[src/rtl/pll_div_pkg.sv]
// Shared constants, profile type and profile lookup for the PLL divisor search.
// Assumes frequencies in kHz and at most two platform profiles.
package pll_div_pkg;
    localparam int TGT_W     = 21;
    localparam int M_W       = 7;
    localparam int P_W       = 3;
    localparam int REF_W     = 17;
    localparam int PROD_W    = M_W + REF_W;
    localparam int DIVS_W    = 5;
    localparam int NLOG_W    = 3;
    localparam int SEED_W    = 9;
    localparam int WORD_W    = 32;
    localparam int P_MIN     = 2;
    localparam int P_MAX     = 6;
    localparam int P_SPAN    = P_MAX - P_MIN + 1;
    localparam int SEED_M0   = 62;
    localparam int SEED_N    = 39;
    localparam int CTL_P_LSB = 20;
    localparam int DIV_N_LSB = 16;
    localparam int DIV_M_LSB = 0;
    localparam logic [TGT_W-1:0] TGT_LO = TGT_W'(300000);
    localparam logic [TGT_W-1:0] TGT_HI = TGT_W'(1150000);

    typedef struct packed {
        logic [REF_W-1:0]  ref_khz;
        logic [M_W-1:0]    m_lo;
        logic [M_W-1:0]    m_hi;
        logic [DIVS_W-1:0] n_div;
        logic [NLOG_W-1:0] n_log2;
    } prof_t;

    function automatic prof_t prof_lookup(input logic sel);
        prof_t p;
        if (sel) begin
            p.ref_khz = REF_W'(100000);
            p.m_lo    = M_W'(70);
            p.m_hi    = M_W'(96);
            p.n_div   = DIVS_W'(4);
            p.n_log2  = NLOG_W'(2);
        end else begin
            p.ref_khz = REF_W'(25000);
            p.m_lo    = M_W'(62);
            p.m_hi    = M_W'(92);
            p.n_div   = DIVS_W'(1);
            p.n_log2  = NLOG_W'(0);
        end
        return p;
    endfunction
endpackage

[src/rtl/pll_cand_pipe.sv]
// Candidate evaluator: stage A registers M*ref and P*N, stage B divides and
// forms the absolute error against the target. Assumes the reference, N and
// target stay stable for the whole scan.
module pll_cand_pipe
    import pll_div_pkg::*;
(
    input  logic              clk,
    input  logic              rst_n,
    input  logic              flush_i,
    input  logic              in_vld_i,
    input  logic              in_last_i,
    input  logic [M_W-1:0]    in_m_i,
    input  logic [P_W-1:0]    in_p_i,
    input  logic [REF_W-1:0]  ref_khz_i,
    input  logic [DIVS_W-1:0] n_div_i,
    input  logic [TGT_W-1:0]  tgt_i,
    output logic              out_vld_o,
    output logic              out_last_o,
    output logic [M_W-1:0]    out_m_o,
    output logic [P_W-1:0]    out_p_o,
    output logic [PROD_W-1:0] out_err_o
);
    logic [PROD_W-1:0] a_prod;
    logic [DIVS_W-1:0] a_div;
    logic [PROD_W-1:0] quo;
    logic [PROD_W-1:0] tgt_ext;

    // Stage A: capture numerator and denominator of one candidate.
    always_ff @(posedge clk) begin
        if (!rst_n) begin
            out_vld_o  <= 1'b0;
            out_last_o <= 1'b0;
            out_m_o    <= '0;
            out_p_o    <= P_W'(P_MIN);
            a_prod     <= '0;
            a_div      <= DIVS_W'(1);
        end else begin
            out_vld_o  <= in_vld_i && !flush_i;
            out_last_o <= in_last_i;
            out_m_o    <= in_m_i;
            out_p_o    <= in_p_i;
            a_prod     <= PROD_W'(in_m_i) * PROD_W'(ref_khz_i);
            a_div      <= DIVS_W'(in_p_i) * n_div_i;
        end
    end

    // Stage B: truncating divide and absolute difference from the target.
    always_comb begin
        tgt_ext   = PROD_W'(tgt_i);
        quo       = a_prod / PROD_W'(a_div);
        out_err_o = (quo > tgt_ext) ? (quo - tgt_ext) : (tgt_ext - quo);
    end

    // every evaluated candidate lies inside the legal M and P bounds.
    assert_cand_bounds_R4: assert property (@(posedge clk) disable iff (!rst_n)
        out_vld_o |-> (out_p_o >= P_W'(P_MIN) && out_p_o <= P_W'(P_MAX)
                       && out_m_o >= M_W'(SEED_M0) && out_m_o < M_W'(SEED_M0 + SEED_N)));
endmodule

[src/rtl/pll_best_track.sv]
// Keeps the best (M, P) seen so far. A candidate wins only with strictly
// smaller error. Assumes init_i is pulsed once before the first candidate.
module pll_best_track
    import pll_div_pkg::*;
(
    input  logic              clk,
    input  logic              rst_n,
    input  logic              init_i,
    input  logic [TGT_W-1:0]  tgt_i,
    input  logic [M_W-1:0]    m_lo_i,
    input  logic              cand_vld_i,
    input  logic [M_W-1:0]    cand_m_i,
    input  logic [P_W-1:0]    cand_p_i,
    input  logic [PROD_W-1:0] cand_err_i,
    output logic              exact_o,
    output logic [M_W-1:0]    best_m_o,
    output logic [P_W-1:0]    best_p_o
);
    logic [PROD_W-1:0] best_err;

    // Seed the best error with the target, then replace on a strict improvement.
    always_ff @(posedge clk) begin
        if (!rst_n) begin
            best_err <= '0;
            best_m_o <= M_W'(SEED_M0);
            best_p_o <= P_W'(P_MIN);
        end else if (init_i) begin
            best_err <= PROD_W'(tgt_i);
            best_m_o <= m_lo_i;
            best_p_o <= P_W'(P_MIN);
        end else if (cand_vld_i && cand_err_i < best_err) begin
            best_err <= cand_err_i;
            best_m_o <= cand_m_i;
            best_p_o <= cand_p_i;
        end
    end

    // Flag an exact hit so the sequencer can stop the scan.
    always_comb exact_o = cand_vld_i && (cand_err_i == '0);

    // the held error never grows except on a new request.
    assert_best_monotonic_R5: assert property (@(posedge clk) disable iff (!rst_n)
        !init_i |=> best_err <= $past(best_err));
endmodule

[src/rtl/pll_word_enc.sv]
// Packs the winning pair into control and divider words. M is mapped
// through a 39-entry seed table. Assumes the seed table covers M = 62..100.
module pll_word_enc
    import pll_div_pkg::*;
(
    input  logic [M_W-1:0]    m_i,
    input  logic [P_W-1:0]    p_i,
    input  logic [NLOG_W-1:0] n_log2_i,
    input  logic              rng_err_i,
    output logic [WORD_W-1:0] ctl_o,
    output logic [WORD_W-1:0] div_o
);
    logic [SEED_W-1:0] seed;

    // Seed lookup for M, one entry per value from 62 upward.
    always_comb begin
        case (m_i)
            7'd62: seed = 9'd426;  7'd63: seed = 9'd469;  7'd64: seed = 9'd234;
            7'd65: seed = 9'd373;  7'd66: seed = 9'd442;  7'd67: seed = 9'd221;
            7'd68: seed = 9'd110;  7'd69: seed = 9'd311;  7'd70: seed = 9'd411;
            7'd71: seed = 9'd461;  7'd72: seed = 9'd486;  7'd73: seed = 9'd243;
            7'd74: seed = 9'd377;  7'd75: seed = 9'd188;  7'd76: seed = 9'd350;
            7'd77: seed = 9'd175;  7'd78: seed = 9'd343;  7'd79: seed = 9'd427;
            7'd80: seed = 9'd213;  7'd81: seed = 9'd106;  7'd82: seed = 9'd53;
            7'd83: seed = 9'd282;  7'd84: seed = 9'd397;  7'd85: seed = 9'd454;
            7'd86: seed = 9'd227;  7'd87: seed = 9'd113;  7'd88: seed = 9'd56;
            7'd89: seed = 9'd284;  7'd90: seed = 9'd142;  7'd91: seed = 9'd71;
            7'd92: seed = 9'd35;   7'd93: seed = 9'd273;  7'd94: seed = 9'd136;
            7'd95: seed = 9'd324;  7'd96: seed = 9'd418;  7'd97: seed = 9'd465;
            7'd98: seed = 9'd488;  7'd99: seed = 9'd500;  7'd100: seed = 9'd506;
            default: seed = '0;
        endcase
    end

    // Build both words, or zeros when the request was rejected.
    always_comb begin
        if (rng_err_i) begin
            ctl_o = '0;
            div_o = '0;
        end else begin
            ctl_o = WORD_W'(1) << (CTL_P_LSB + 32'(p_i) - P_MIN);
            div_o = (WORD_W'(n_log2_i) << DIV_N_LSB) | (WORD_W'(seed) << DIV_M_LSB);
        end
    end
endmodule

[src/rtl/pll_div_search.sv]
// Top of the PLL divisor search. The sequencer checks the target range,
// issues one (M, P) pair per clock, stops on an exact hit or after the last
// pair, and registers the encoded words with a one-clock done pulse.
// Assumes start_i is ignored while a search is running.
module pll_div_search
    import pll_div_pkg::*;
(
    input  logic              clk,
    input  logic              rst_n,
    input  logic              start_i,
    input  logic [TGT_W-1:0]  tgt_khz_i,
    input  logic              prof_sel_i,
    output logic              done_o,
    output logic              range_err_o,
    output logic [WORD_W-1:0] ctl_word_o,
    output logic [WORD_W-1:0] div_word_o
);
    typedef enum logic [1:0] {ST_IDLE, ST_SCAN, ST_DRAIN, ST_FIN} st_t;

    st_t               st;
    logic [TGT_W-1:0]  tgt_q;
    logic              prof_sel_q;
    logic              rng_err_q;
    logic [M_W-1:0]    m_cnt;
    logic [P_W-1:0]    p_cnt;
    prof_t             prof_in;
    prof_t             prof_q;
    logic              in_rng;
    logic              init;
    logic              issue;
    logic              issue_last;
    logic              exact;
    logic              c_vld, c_last;
    logic [M_W-1:0]    c_m, best_m;
    logic [P_W-1:0]    c_p, best_p;
    logic [PROD_W-1:0] c_err;
    logic [WORD_W-1:0] ctl_enc, div_enc;

    // Decode profiles, the range window and the issue controls.
    always_comb begin
        prof_in    = prof_lookup(prof_sel_i);
        prof_q     = prof_lookup(prof_sel_q);
        in_rng     = (tgt_khz_i >= TGT_LO) && (tgt_khz_i <= TGT_HI);
        init       = (st == ST_IDLE) && start_i && in_rng;
        issue      = (st == ST_SCAN) && !exact;
        issue_last = (m_cnt == prof_q.m_hi) && (p_cnt == P_W'(P_MAX));
    end

    // Sequencer: accept, scan with P inner and M outer, drain, finish.
    always_ff @(posedge clk) begin
        if (!rst_n) begin
            st         <= ST_IDLE;
            tgt_q      <= '0;
            prof_sel_q <= 1'b0;
            rng_err_q  <= 1'b0;
            m_cnt      <= '0;
            p_cnt      <= P_W'(P_MIN);
        end else begin
            case (st)
                ST_IDLE: if (start_i) begin
                    tgt_q      <= tgt_khz_i;
                    prof_sel_q <= prof_sel_i;
                    rng_err_q  <= !in_rng;
                    m_cnt      <= prof_in.m_lo;
                    p_cnt      <= P_W'(P_MIN);
                    st         <= in_rng ? ST_SCAN : ST_FIN;
                end
                ST_SCAN: if (exact) begin
                    st <= ST_FIN;
                end else begin
                    if (issue_last) st <= ST_DRAIN;
                    if (p_cnt == P_W'(P_MAX)) begin
                        p_cnt <= P_W'(P_MIN);
                        m_cnt <= m_cnt + M_W'(1);
                    end else begin
                        p_cnt <= p_cnt + P_W'(1);
                    end
                end
                ST_DRAIN: if (exact || (c_vld && c_last)) st <= ST_FIN;
                default: st <= ST_IDLE;
            endcase
        end
    end

    pll_cand_pipe u_pipe (
        .clk(clk), .rst_n(rst_n), .flush_i(exact),
        .in_vld_i(issue), .in_last_i(issue_last),
        .in_m_i(m_cnt), .in_p_i(p_cnt),
        .ref_khz_i(prof_q.ref_khz), .n_div_i(prof_q.n_div), .tgt_i(tgt_q),
        .out_vld_o(c_vld), .out_last_o(c_last),
        .out_m_o(c_m), .out_p_o(c_p), .out_err_o(c_err)
    );

    pll_best_track u_best (
        .clk(clk), .rst_n(rst_n), .init_i(init),
        .tgt_i(tgt_khz_i), .m_lo_i(prof_in.m_lo),
        .cand_vld_i(c_vld), .cand_m_i(c_m), .cand_p_i(c_p), .cand_err_i(c_err),
        .exact_o(exact), .best_m_o(best_m), .best_p_o(best_p)
    );

    pll_word_enc u_enc (
        .m_i(best_m), .p_i(best_p), .n_log2_i(prof_q.n_log2),
        .rng_err_i(rng_err_q), .ctl_o(ctl_enc), .div_o(div_enc)
    );

    // Result registers: words and error held, done pulsed from the finish state.
    always_ff @(posedge clk) begin
        if (!rst_n) begin
            done_o      <= 1'b0;
            range_err_o <= 1'b0;
            ctl_word_o  <= '0;
            div_word_o  <= '0;
        end else begin
            done_o <= (st == ST_FIN);
            if (st == ST_FIN) begin
                range_err_o <= rng_err_q;
                ctl_word_o  <= ctl_enc;
                div_word_o  <= div_enc;
            end
        end
    end

    // completion is a single-cycle pulse.
    assert_done_pulse_R10: assert property (@(posedge clk) disable iff (!rst_n)
        done_o |=> !done_o);
    // a rejected target returns zeroed words.
    assert_reject_zero_R1: assert property (@(posedge clk) disable iff (!rst_n)
        (done_o && range_err_o) |-> (ctl_word_o == '0 && div_word_o == '0));
    // an accepted result has one bit set, inside the post-divider field.
    assert_ctl_onehot_R7: assert property (@(posedge clk) disable iff (!rst_n)
        (done_o && !range_err_o) |-> ($onehot(ctl_word_o)
                                      && $onehot(ctl_word_o[CTL_P_LSB +: P_SPAN])));
endmodule

[config.mk]
export PLATFORM = sky130hd
export DESIGN_NAME = pll_div_search
export DESIGN_NICKNAME = d
export VERILOG_FILES = /design/src/rtl/pll_div_pkg.sv /design/src/rtl/pll_cand_pipe.sv /design/src/rtl/pll_best_track.sv /design/src/rtl/pll_word_enc.sv /design/src/rtl/pll_div_search.sv
export SDC_FILE = /design/constraint.sdc
export NUM_CORES = 1
export LEC_CHECK = 0
export ABC_AREA = 1
export BUFFER_PORTS_ARGS = -buffer_cell sky130_fd_sc_hd__buf_2
export CAP_MARGIN = 10
export CORE_ASPECT_RATIO = 1.1
export CORE_MARGIN = 2
export CORE_UTILIZATION = 35
export CTS_CLUSTER_DIAMETER = 120
export DETAILED_ROUTE_END_ITERATION = 10
export PLACE_DENSITY = 0.48
export SLEW_MARGIN = 20
export SYNTH_ARGS = -nofsm -noshare
export SYNTH_HDL_FRONTEND = slang
export SYNTH_SLANG_ARGS = --single-unit
[constraint.sdc]
create_clock -name clk -period 123.4 [get_ports clk]
set_input_delay 24.68 -clock clk [delete_from_list [all_inputs] [get_ports clk]]
set_output_delay 24.68 -clock clk [all_outputs]
set_load 0.02 [all_outputs]
After elaboration in Yosys (flattened, before gate mapping) --
Memory sizes are Yosys's and may differ from the RTL's. A register that Yosys moved wholly into a read port is not among the register bits. Cells that the tools add are included.
Storage, ports and cells: input bits 25, memories 1, bits in read-only memories 1152, output and inout bits 66, word-level logic and storage cells 93, bits in registers 176
Operators by class: multiplexer cells 25, $mul 2, shift-type cells 1, reduce and logical (&&, ||, !) cells 21, magnitude comparators 4, div/mod/pow operators 1, bitwise gates (word level) 2, add/subtract/negate cells 6, equal/unequal tests 10
Memories:
- (no name shown) | words 128, width 9, rd ports 1, clocked after memory_dff 1, wr ports 0, line pll_word_enc.sv:17 | case (m_i)
Operators by type and width (number):
- 2-to-1 mux 7 bit | 7
- 2-to-1 mux 21 bit | 2
- 2-to-1 mux 39 bit | 1
- 2-to-1 mux 32 bit | 1
- << shifter 1 x 32 -> 32 bit (first input constant) | 1
- subtractor 32 x 2 -> 32 bit (second input constant) | 1
- divider 24 x 5 -> 24 bit | 1
- greater-than comparator 24 x 21 -> 1 bit | 1
- zero test 24 bit | 1
- less-than comparator 24 bit | 1
- multiplier 7 x 17 -> 24 bit | 1
- 2-to-1 mux 24 bit | 1
- subtractor 21 x 24 -> 24 bit | 1
- subtractor 24 x 21 -> 24 bit | 1
- 2-to-1 mux 22 bit | 1
- >= comparator 21 x 19 -> 1 bit (second input constant) | 1
- <= comparator 21 bit (second input constant) | 1
- 2-to-1 mux 19 bit | 1
- OR 19 x 9 -> 19 bit | 1
- case mux 7 bit (2 select lines) | 1
- 2-to-1 mux 2 bit | 5
- logical AND 1 bit | 9
- 2-to-1 mux 3 bit | 3
- adder 7 x 1 -> 7 bit (second input constant) | 1
- other kinds (21) | 27

Depth between registers and ports, before layout --
Gate-level depths: netlist of the first run.
depth in word-level cells 9, depth in mapped cells 331, gate-level depth less buffers 319

Cells and area by module --
Synthesis of the first run repeated with hierarchy kept, for this count alone.
Second synthesis, totals: cell total of the unflattened synthesis 4300, area, all modules 26365.3 um^2
By module, submodules not included:
- pll_cand_pipe | cells each 3154, times used 1, seq. area each 820.8 um^2, area each 18689.2 um^2
- pll_div_search | cells each 546, times used 1, seq. area each 2021.9 um^2, area each 4097.7 um^2
- pll_best_track | cells each 360, times used 1, seq. area each 680.7 um^2, area each 2299.7 um^2
- pll_word_enc | cells each 240, times used 1, seq. area each 0.0 um^2, area each 1278.7 um^2

Least setup slack after synthesis of the first run --
No wires, ideal clock.
kind reg-to-reg, from reg u_pipe.a_div[0], to reg u_enc.seed[0] (netlist name), setup slack 82407 ps, arrival time 40932 ps, library setup time 61 ps, stages on the path, launching flop included 323, cells stage by stage dfxtp_1 > inv_1 > ha_1 > nor2_1 > nor2_1 > nand2_1 > nand2_1 > nand2_1 > ha_1 > nand2_1 > nand3b_1 > nand2_2 > nand2_1 > o21ai_2 > ha_1 > nand2_1 > nand3_1 > nand2_1 > [... 287 more ...] > o21a_1 > o21a_1 > o2111ai_1 > nand3_1 > nand2_1 > inv_1 > nand2_1 > nand3_1 > ha_1 > inv_1 > nor2_1 > inv_1 > nand2_1 > a21boi_0 > nor2_1 > o31ai_1 > nand2_1 > nand2_1
On the way: word-level cells in the longest chain between the ends 8, elaborated cells between the ends (all ways) 10, classes of those cells add/sub (2); div (1); order compare (2); mux (3); reduce/logical (2)
RTL lines:
- start, declared | line pll_cand_pipe.sv:24 | logic [DIVS_W-1:0] a_div;
- start signal, assigned | line pll_cand_pipe.sv:43 | a_div <= DIVS_W'(in_p_i) * n_div_i;
- divider 24 x 5 -> 24 bit * | line pll_cand_pipe.sv:50 | quo = a_prod / PROD_W'(a_div);
- subtractor 21 x 24 -> 24 bit (tied with other cells) | line pll_cand_pipe.sv:51 | out_err_o = (quo > tgt_ext) ? (quo - tgt_ext) : (tgt_ext - quo);
- 2-to-1 mux 24 bit * | line pll_cand_pipe.sv:51
- less-than comparator 24 bit * | line pll_best_track.sv:31 | end else if (cand_vld_i && cand_err_i < best_err) begin
- logical AND 1 bit * | line pll_best_track.sv:31
- nonzero test 2 bit (no line) *
- 2-to-1 mux 7 bit (no line) * (2 in a row)
Every way passes the cells marked *; elsewhere a longest branch is shown, timed or not. A chain may end at the register's enable or synchronous reset.

Worst setup path after layout of the first run --
from reg u_pipe.a_div[0], to reg u_enc.seed[2] (netlist name)
On the way: word-level cells in the longest chain between the ends 8, elaborated cells between the ends (all ways) 10, classes of those cells add/sub (2); div (1); order compare (2); mux (3); reduce/logical (2)
RTL lines (line):
- divider 24 x 5 -> 24 bit * | pll_cand_pipe.sv:50
- subtractor 21 x 24 -> 24 bit (tied with other cells) | pll_cand_pipe.sv:51
- 2-to-1 mux 24 bit * | pll_cand_pipe.sv:51
- less-than comparator 24 bit * | pll_best_track.sv:31
- logical AND 1 bit * | pll_best_track.sv:31
- nonzero test 2 bit (no line) *
- 2-to-1 mux 7 bit (no line) * (2 in a row)
Marks and branches as above.

==> summary.md, run 1 <==
| Metric | Value |
|---|---|
| Slowest cell delay on critical path | `0.66 ns` |
| GRT overflow | `0` |
| Cell Area, Synth | `0.0231 mm^2` |
| Max cap viols | `0` |
| Port buffer count | `52` |
| Clk_lat worst skew | `0.46 ns` |
| Pre-CTS WS | `74.13 ns` |
| Fin nets | `4163` |
| CTS root buf | `clkbuf_16` |
| RSZ-0062 raised after global routing | `no` |
| Layout area overhead | `6.40%` |
| Vias | `23500` |
| GPL Wtd Cong | `0.914` |
| Worst EP arrival | `49.63 ns` |
| CTS resizes | `0` |
| # hold bufs at CTS | `0` |
| Final Cycle Share | `0.399` |
| First-pass iteration count of the detailed router | `5` |
| Register bit count reported by yosys | `144` |
| Cts bufs inserted | `17` |
| Placeable Area | `0.0652 mm^2` |
| Ys async rst share | `0` |
| # Post-CTS Setup Buffers | `0` |
| Worst endpoint required time | `123.75 ns` |
| Die area | `0.0682 mm^2` |
| Die Width | `249 um` |
| Most frequent cells in the layout | `1014 x nand2_1, 583 x inv_1, 300 x nor2_1` |
| Register area share after synthesis | `0.125` |
| Syn Inst Count | `3852` |
| Fraction of layout instances using a drive strength above 1 | `0.0936` |
| Final WS setup | `74.12 ns` |
| Drt via density | `4.99` |
| GRT Total Usage | `0.212` |
| Crit end category | `flop` |
| TritonCTS clock tree | `done` |
| Max frequency | `20.3 MHz` |
| DR iter-0 viols | `1213` |
| DIE HEIGHT | `274 um` |
| Min cycle time layout | `49.28 ns` |
| Worst slew pin tran | `0.947 ns` |
| Top_reg_cell synth | `dfxtp_1` |
| Min Hold Slack | `0.446 ns` |
| Final Util | `0.377` |
| DRT Wirelength | `72500 um` |
| CTS sink count | `144` |
| Dpl hpwl | `59800 um` |
| First-pass GRT wire length | `118000 um` |
| Row cnt | `98` |
| Largest net degree at the start of global routing | `61` |
| Top-area cell type share of the netlist area | `0.164` |
| Number of synthesis warnings | `0` |
| I/O pin total | `91` |
| Final hold vios | `0` |
| Initial antenna violation count | `4` |
| Routed WL per cell | `15.4 um` |
| Most common cell after layout, fill and taps aside | `nand2_1` |
| Outcome | `completed` |
| Initial Utilization | `0.355` |
| Crit path top cell by count | `nand2_1` |
| Final Skew | `0.0131 ns` |
| CP Launch Type | `flop` |
| CTS H-tree lvls | `4` |
| Yosys top cell by area | `nand2_1` |
| Ranking of synthesized cells by area | `nand2_1 16%, ha_1 14%, dfxtp_1 12%, inv_1 9.5%, nand3_1 6.2%` |
| Type of the worst min-delay path | `reg2reg` |
| Max-slew violation count | `0` |
| Setup violations, final | `0` |
| DRC | `0` |
| Setup CP Type | `reg2reg` |
| Post-synth EDFFs | `0` |
| Max FO, Critical Path | `33` |
| Routed Antenna Nets | `0` |
| Count of cell types in the netlist | `68` |
| Worst slew margin | `0.363` |
| CP max stage cell | `clkinv_1` |
| Worst-path clk slew | `0.07 ns` |
| Vias in the first global route | `22600` |
| Maximum clock path buffer count | `2` |
| Setup TNS | `0 ns` |
| Synthesized area per cell | `6.01 um^2` |
## state kept, by name (all words and copies together), names as in the netlist, 2 cells and up
name             cells
u_best.best_err     24
u_enc.seed           9
m_cnt                7
st                   2
u_pipe.out_p_o       3
u_pipe.out_m_o       7
u_pipe.a_div         5
div_word_o          10
u_pipe.a_prod       21
p_cnt                3
u_best.best_p_o      3
tgt_q               21
u_best.best_m_o      7
ctl_word_o          16
## synthesized netlist by cell type (29+ instances only)
library cell     n
inv_2           59
fa_1            29
nand3_2         36
dfxtp_1        144
buf_4           41
o21ai_0        199
xnor2_1         38
xor2_1          64
a21oi_1        198
o21ai_1         37
nor2_1         300
nor3_1          33
nand4_1         87
inv_1          584
ha_1           255
nand2_2         61
nand3_1        287
clkbuf_1        58
nand2_1       1014
## kinds of logic (layout without fill, tap and decap cells)
logic type               count (synthesis)  count (layout)  synth area share
AO/OA/AOI/OAI                          594             594             0.147
XOR/XNOR                               102             102            0.0386
adder cells (fa/ha/maj)                284             284             0.163
buffers and inverters                  785             762             0.138
flip-flops                             144             144             0.125
multiplexers                             4               4           0.00178
other                                    1              41          0.000162
AND/OR/NAND/NOR                       1938            1938             0.386
## worst max-delay path: cells and delay by family (launching register included)
kind	cells	cell delay (ns)
compound gates	72	11.59
xor+xnor	1	0.22
fa+ha+maj	29	9.06
buf+inv	48	6.08
flops	1	0.53
simple gates	159	21.48
## path summary, 6_finish.rpt
kind	slack (ns)	depth (start not counted)	to	startpoint
setup / recovery	74.12	309	u_enc.seed[2]	u_pipe.a_div[0]
hold / removal	0.45	2	div_word_o[7]	u_enc.seed[7]
setup reg to reg	74.12	309	u_enc.seed[2]	u_pipe.a_div[0]
hold reg to reg	0.45	2	div_word_o[7]	u_enc.seed[7]
## per-layer routing
layer  track usage  vias up  share of wire  wire (um)
li1              -    12400              -          -
met5             0        -        0.00015         11
met2         0.374      389           0.47      34000
met4        0.0609        2          0.026       1860
met1         0.273    10700           0.47      34300
met3        0.0220       95          0.033       2390
## through the flow
step	instances	instance area, um^2
5_1_grt	4718	24600
3_3_place_gp	4685	24000
4_1_cts	4717	24600
3_5_place_dp	4685	24000
2_1_floorplan	3890	23300
6_report	4719	24600
## area by class of cell
class	instances	area, um^2
tap	850	1060
sequential	144	2880
fill	7400	40600
antenna	2	5.00
clock inverter	15	188
clock buffer	17	425
timing repair buffer	64	350
multi-input combinational	2961	17200
inverter	666	2500
Power of run 1 is left out: the tool's default activity adds up to more than one toggle a clock period on the data nets, which glitch-free logic cannot reach.
==> run 2, diff against run 1 <==
clock period = 50.5 ns   (was 123.4 ns; I/O delays follow)
==> run 2 against run 1 <==
Clock skew fell by 0.0013 ns. Non-clock buffer count grew 10. Utilization grew 0.29 points. Global-route usage is 0.088 points lower. Critical path type unchanged. Largest cell class unchanged.
==> summary.md, run 2 (synthesis results as in run 1) <==
| Metric | Value |
|---|---|
| Final Skew | `0.0118 ns (-0.00129 ns)` |
| DRT Wirelength | `72100 um (-0.59%)` |
| Top reg by flops | `u_best.best_err` |
| Worst slew pin tran | `0.909 ns (-0.0384 ns)` |
| CP Launch Type | `flop` |
| DIE HEIGHT | `274 um (unchanged)` |
| GPL Wtd Cong | `0.899 (-1.6%)` |
| Routed WL per cell | `15.2 um (-0.82%)` |
| Placeable Area | `0.0652 mm^2 (unchanged)` |
| Initial antenna violation count | `2 (-2)` |
| Most common cell after layout, fill and taps aside | `nand2_1` |
| I/O pin total | `91 (unchanged)` |
| Max frequency | `22.3 MHz (+9.8%)` |
| Cts bufs inserted | `17 (unchanged)` |
| Final hold vios | `0 (unchanged)` |
| Setup TNS | `0 ns (unchanged)` |
| Worst endpoint required time | `50.84 ns (-72.91 ns)` |
| Setup CP Type | `reg2reg` |
| TritonCTS clock tree | `done` |
| # hold bufs at CTS | `0 (unchanged)` |
| Fraction of layout instances using a drive strength above 1 | `0.102 (+0.00873)` |
| Crit end category | `flop` |
| GRT Total Usage | `0.211 (-0.000878)` |
| Crit path top cell by count | `nand2_1` |
| Max cap viols | `0 (unchanged)` |
| Layout area overhead | `7.22%` |
| Port buffer count | `52 (unchanged)` |
| Worst EP arrival | `45.22 ns (-4.41 ns)` |
| Final WS setup | `5.62 ns (-68.51 ns)` |
| Largest register FFs | `24 (unchanged)` |
| Setup violations, final | `0 (unchanged)` |
| FILL cells | `7317 (-1.1%)` |
| CTS root buf | `clkbuf_16` |
| CTS H-tree lvls | `4 (unchanged)` |
| Crit path buffers/inverters | `52 (+8.3%)` |
| Die Width | `249 um (unchanged)` |
| Vias | `23500 (-0.051%)` |
| Final Util | `0.380 (+0.00293)` |
| First-pass iteration count of the detailed router | `5 (unchanged)` |
| Maximum clock path buffer count | `2 (unchanged)` |
| Final Cycle Share | `0.889 (+0.489)` |
| DRC | `0 (unchanged)` |
| GRT overflow | `0 (unchanged)` |
| Vias in the first global route | `22500 (-0.65%)` |
| Worst slew margin | `0.389 (+0.0258)` |
| Final Non-Filler Cells | `4730 (+0.23%)` |
| Delay-heaviest family, CP | `simple AND/OR/NAND/NOR gates` |
| Most frequent cells in the layout | `1011 x nand2_1, 577 x inv_1, 294 x nor2_1` |
| CP max stage cell | `dfxtp_2` |
| First-pass GRT wire length | `118000 um (+0.12%)` |
| Drt via density | `4.97 (-0.28%)` |
| Slowest cell delay on critical path | `0.48 ns (-0.18 ns)` |
| Reg area | `0.00288 mm^2 (about the same)` |
| Max FO, Critical Path | `30 (-9.1%)` |
| Multi-input logic area | `0.0173 mm^2 (+0.79%)` |
| Min cycle time layout | `44.88 ns (-4.39 ns)` |
| Initial Utilization | `0.355 (unchanged)` |
| Placed Cells | `4686 (+0.021%)` |
| Worst-path clk slew | `0.07 ns (about the same)` |
| Clk_lat worst skew | `0.45 ns (about the same)` |
| Outcome | `completed` |
| Max-slew violation count | `0 (unchanged)` |
| Die area | `0.0682 mm^2 (unchanged)` |
| Row cnt | `98 (unchanged)` |
| Fin nets | `4175 (+0.29%)` |
| Largest net degree at the start of global routing | `66 (+8.2%)` |
| Type of the worst min-delay path | `reg2reg` |
| Pre-CTS WS | `1.85 ns (-72.28 ns)` |
| DR iter-0 viols | `1219 (+0.49%)` |
| CTS sink count | `144 (unchanged)` |
| Top flop regs | `u_best.best_err: 24 flops, tgt_q: 21 flops, u_pipe.a_prod: 21 flops` |
| R2R setup slack | `5.62 ns (-68.51 ns)` |
| Dpl hpwl | `59100 um (-1.2%)` |
| Routed Antenna Nets | `0 (unchanged)` |
==> run 2: timing repair <==
action                     4_1_cts  5_1_grt
setup endpoints to repair        0       56
buffers inserted                 0        9
gates resized for setup          0       40
hold endpoints to repair         0        0
==> run 2: area by class of cell <==
type / count / share of cell area
repair inverters: 1 / 0.000202
inverters: 666 / 0.101
multi-input cells: 2962 / 0.699
clock buffers: 17 / 0.0171
diodes: 1 / 0.000101
flip-flops and latches: 144 / 0.116
clock inverters: 15 / 0.00580
well taps: 850 / 0.0429
repair buffers: 74 / 0.0174
==> run 2: path summary, 6_finish.rpt <==
path                        start             to  cells after the start
setup / recovery  u_pipe.a_div[0]  u_enc.seed[6]                    309
hold / removal      u_enc.seed[1]  div_word_o[1]                      2
setup reg to reg  u_pipe.a_div[0]  u_enc.seed[6]                    309
hold reg to reg     u_enc.seed[1]  div_word_o[1]                      2
==> run 2: stage by stage <==
step | cell area [um^2] | hold WS (ns)
after floorplan | 23300 | 0.420
after global placement | 24000 | 0.433
after detailed placement | 24000 | 0.431
after CTS | 24600 | 0.447
after global routing | 24800 | 0.466
final | 24800 | 0.444
==> run 2: per-layer routing <==
layer  vias up  routed length (um)  global-route usage
met5         -                   0                   0
met4         0                 988              0.0425
met3        59                1950              0.0148
met2       368               34700               0.378
met1     10700               34500               0.278
li1      12400                   -                   -
==> run 2: tightest hold or removal path: cells and delay by family, from the launching register on <==
| family | cells | cell delay (ns) |
|---|---|---|
| and+or+nand+nor | 1 | 0.05 |
| AOI/OAI and AO/OA | 1 | 0.05 |
| DFF | 1 | 0.30 |
Power of run 2 is left out for the same reason.
==> run 3, diff against run 2 <==
ABC_AREA = not set   (was 1)
==> run 3 against run 2 <==
First-iteration DRC count up 7.1%. Worst hold slack better by 0.0033 ns. Non-clock buffer count up 337. Routed wire length is 8.5% higher.
==> summary.md, run 3 <==
| Metric | Value |
|---|---|
| Outcome | `completed` |
| I/O pin total | `91 (unchanged)` |
| DRC | `0 (unchanged)` |
| Top-count cell post-synth | `nor2_1` |
| Vias | `23000 (-2.0%)` |
| Crit end category | `flop` |
| Drt via density | `5.63 (+13%)` |
| DRT Wirelength | `78200 um (+8.5%)` |
| Register area share after synthesis | `0.133 (+0.00875)` |
| Crit path top cell by count | `o21a_1` |
| Post-synth EDFFs | `0 (unchanged)` |
| Ys async rst share | `0 (unchanged)` |
| FILL cells | `6325 (-14%)` |
| Synthesized area per cell | `7.35 um^2 (+22%)` |
| Final Cycle Share | `1.00 (+0.111)` |
| Max cap viols | `0 (unchanged)` |
| Type of the worst min-delay path | `reg2reg` |
| Final hold vios | `0 (unchanged)` |
| Top_reg_cell synth | `dfxtp_1` |
| Ranking of synthesized cells by area | `ha_1 15%, dfxtp_1 13%, a21oi_1 5.6%, nor2_1 5.4%, nand2_1 3.9%` |
| Worst slew pin tran | `1.06 ns (+0.151 ns)` |
| Crit path from | `u_pipe.a_div[3]` |
| DR iter-0 viols | `1305 (+7.1%)` |
| Top flop regs | `u_best.best_err: 24 flops, tgt_q: 21 flops, u_pipe.a_prod: 21 flops` |
| Dpl hpwl | `59800 um (+1.1%)` |
| Min cycle time layout | `50.50 ns (+5.61 ns)` |
| Syn Inst Count | `2943 (-24%)` |
| Most frequent cells in the layout | `327 x buf_4, 269 x nor2_1, 227 x ha_1` |
| WHS Path Cells | `2 (unchanged)` |
| Worst r2r dst | `u_enc.seed[2]` |
| Clk_lat worst skew | `0.44 ns (about the same)` |
| Worst Reg-to-Reg Cells | `272 (-12%)` |
| Worst-path clk slew | `0.07 ns (about the same)` |
| CP Launch Type | `flop` |
| HP Start | `u_pipe.out_p_o[1]` |
| Fin nets | `3566 (-15%)` |
| Post-synthesis mux area share | `0.0361 (+0.0343)` |
| Synth Area in Adders | `0.175 (+0.0124)` |
| Maximum clock path buffer count | `2 (unchanged)` |
| Pre-CTS WS | `-1.42 ns (-3.27 ns)` |
| First-pass GRT wire length | `119000 um (+1.1%)` |
| Layout area overhead | `27.8%` |
| GPL Wtd Cong | `0.892 (-0.80%)` |
| CTS root buf | `clkbuf_16` |
| Count of cell types in the netlist | `115 (+69%)` |
| Largest family of logic cells by synthesized area | `compound AO/OA/AOI/OAI gates` |
| Compound-Gate Fraction of Synth Area | `0.284 (+0.137)` |
| Worst endpoint required time | `50.85 ns (about the same)` |
| Max-slew violation count | `0 (unchanged)` |
| CTS sink count | `144 (unchanged)` |
| Initial antenna violation count | `2 (unchanged)` |
| RSZ-0062 raised after global routing | `yes` |
| Final Non-Filler Cells | `4095 (-13%)` |
| DIE HEIGHT | `265 um (-3.3%)` |
| Slowest cell delay on critical path | `0.54 ns (+0.06 ns)` |
| TritonCTS clock tree | `done` |
| Final Skew | `0.0165 ns (+0.00471 ns)` |
| Setup CP Type | `reg2reg` |
| Max FO, Critical Path | `8 (-73%)` |
| Synth cell count leaders | `312 x nor2_1, 255 x ha_1, 241 x a21oi_1` |
| Reg2reg start | `u_pipe.a_div[3]` |
| Cts bufs inserted | `17 (unchanged)` |
| CP max stage cell | `or4_4` |
| Routed Antenna Nets | `0 (unchanged)` |
| Hold path endpoint | `u_best.best_p_o[1]` |
| GRT Total Usage | `0.231 (+0.0205)` |
| Number of synthesis warnings | `0 (unchanged)` |
| Top reg by flops | `u_best.best_err` |
| Die area | `0.0638 mm^2 (-6.5%)` |
| First-pass iteration count of the detailed router | `5 (unchanged)` |
| Routed WL per cell | `19.1 um (+25%)` |
| Row cnt | `95 (-3.1%)` |
| GRT overflow | `0 (unchanged)` |
| Worst slew margin | `0.290 (-0.0985)` |
| Fraction of layout instances using a drive strength above 1 | `0.255 (+0.153)` |
| Initial Utilization | `0.354 (-0.000826)` |
| Final WS setup | `0.00262 ns (-5.61 ns)` |
| Yosys top cell by area | `ha_1` |
| Max frequency | `19.8 MHz (-11%)` |
| Placed Cells | `3887 (-17%)` |
| XOR/XNOR share of the synthesized area | `0.0530 (+0.0144)` |
| Placeable Area | `0.0611 mm^2 (-6.3%)` |
| Register bit count reported by yosys | `144 (unchanged)` |
| Cell Area, Synth | `0.0216 mm^2 (-6.6%)` |
| Largest net degree at the start of global routing | `77 (+17%)` |
| Vias in the first global route | `21800 (-2.7%)` |
| R2R setup slack | `0.003 ns (-5.61 ns)` |
| Simple logic cell fraction of the synthesized area | `0.250 (-0.136)` |
| CTS H-tree lvls | `4 (unchanged)` |
| Setup violations, final | `0 (unchanged)` |
| Port buffer count | `52 (unchanged)` |
| Top-area cell type share of the netlist area | `0.148 (-0.0169)` |
| Largest register FFs | `24 (unchanged)` |
| Worst EP arrival | `50.85 ns (+5.63 ns)` |
| Most common cell after layout, fill and taps aside | `buf_4` |
| Die Width | `241 um (-3.3%)` |
## run 3: changes by cell type in the layout (fill, tap and decap cells not counted), moves of 44 or more
| cell | change |
|---|---|
| o21a_1 | +50 |
| inv_1 | -420 |
| nor3_1 | +61 |
| buf_4 | +307 |
| o21ai_0 | -99 |
| nand2_2 | -50 |
| inv_2 | -48 |
| nand2b_1 | +44 |
| nand2_1 | -803 |
| a21o_1 | +58 |
| nand3_1 | -232 |
## run 3: final cells by class
class	count	area, um^2	share of cell area
clock inverters	13	140	0.00507
repair buffers	411	3200	0.116
diodes	1	2.50	0.0000905
inverters	187	751	0.0272
multi-input cells	2495	19200	0.694
repair inverters	1	8.76	0.000317
well taps	824	1030	0.0373
flip-flops and latches	144	2890	0.104
clock buffers	19	433	0.0157
## run 3: cells by family after synthesis
group                    count (synthesis)
buffers and inverters                  342
other                                    1
AND/OR/NAND/NOR                       1053
flip-flops                             144
XOR/XNOR                               130
multiplexers                            74
adder cells (fa/ha/maj)                286
AO/OA/AOI/OAI                          913
## run 3: per-layer routing
metal	routed length (um)	track usage
met1	35200	0.303
met2	39200	0.410
met3	2500	0.0225
met4	1360	0.0434
met5	13	0
## run 3: repair_timing
| action | CTS | global route |
|---|---|---|
| endpoints found under the setup margin | 43 | 56 |
| pin swaps | 40 | 223 |
| gates cloned | 1 | 8 |
| resized for setup | 72 | 290 |
| hold buffers | 0 | 0 |
| setup buffers | 44 | 122 |
## run 3: worst max path at each step
stage                               end  depth (start not counted)
final                     u_enc.seed[2]                        272
after global routing      u_enc.seed[3]                        279
after CTS                 u_enc.seed[4]                        275
after detailed placement  u_enc.seed[2]                        271
after global placement    u_enc.seed[2]                        271
after floorplan           u_enc.seed[1]                        287
## run 3: through the flow
step	setup TNS (ns)	hold WS, ns	utilization	area, um^2
after floorplan	0	0.418	-	22300
after global placement	-2.33	0.428	0.396	24200
after detailed placement	-13.44	0.432	0.396	24200
after CTS	0	0.448	0.415	25300
after global routing	-74.23	0.477	0.452	27600
final	0	0.447	0.452	27600
## run 3: worst max-delay path: cells and delay by family (launching register included)
family                   cells  cell delay [ns]
buffers and inverters       11             1.32
XOR/XNOR                     1             0.24
multiplexers                 7             2.38
AND/OR/NAND/NOR             92            16.30
adder cells (fa/ha/maj)     27             7.03
AO/OA/AOI/OAI              134            22.76
flip-flops                   1             0.32
Power of run 3 is left out for the same reason.
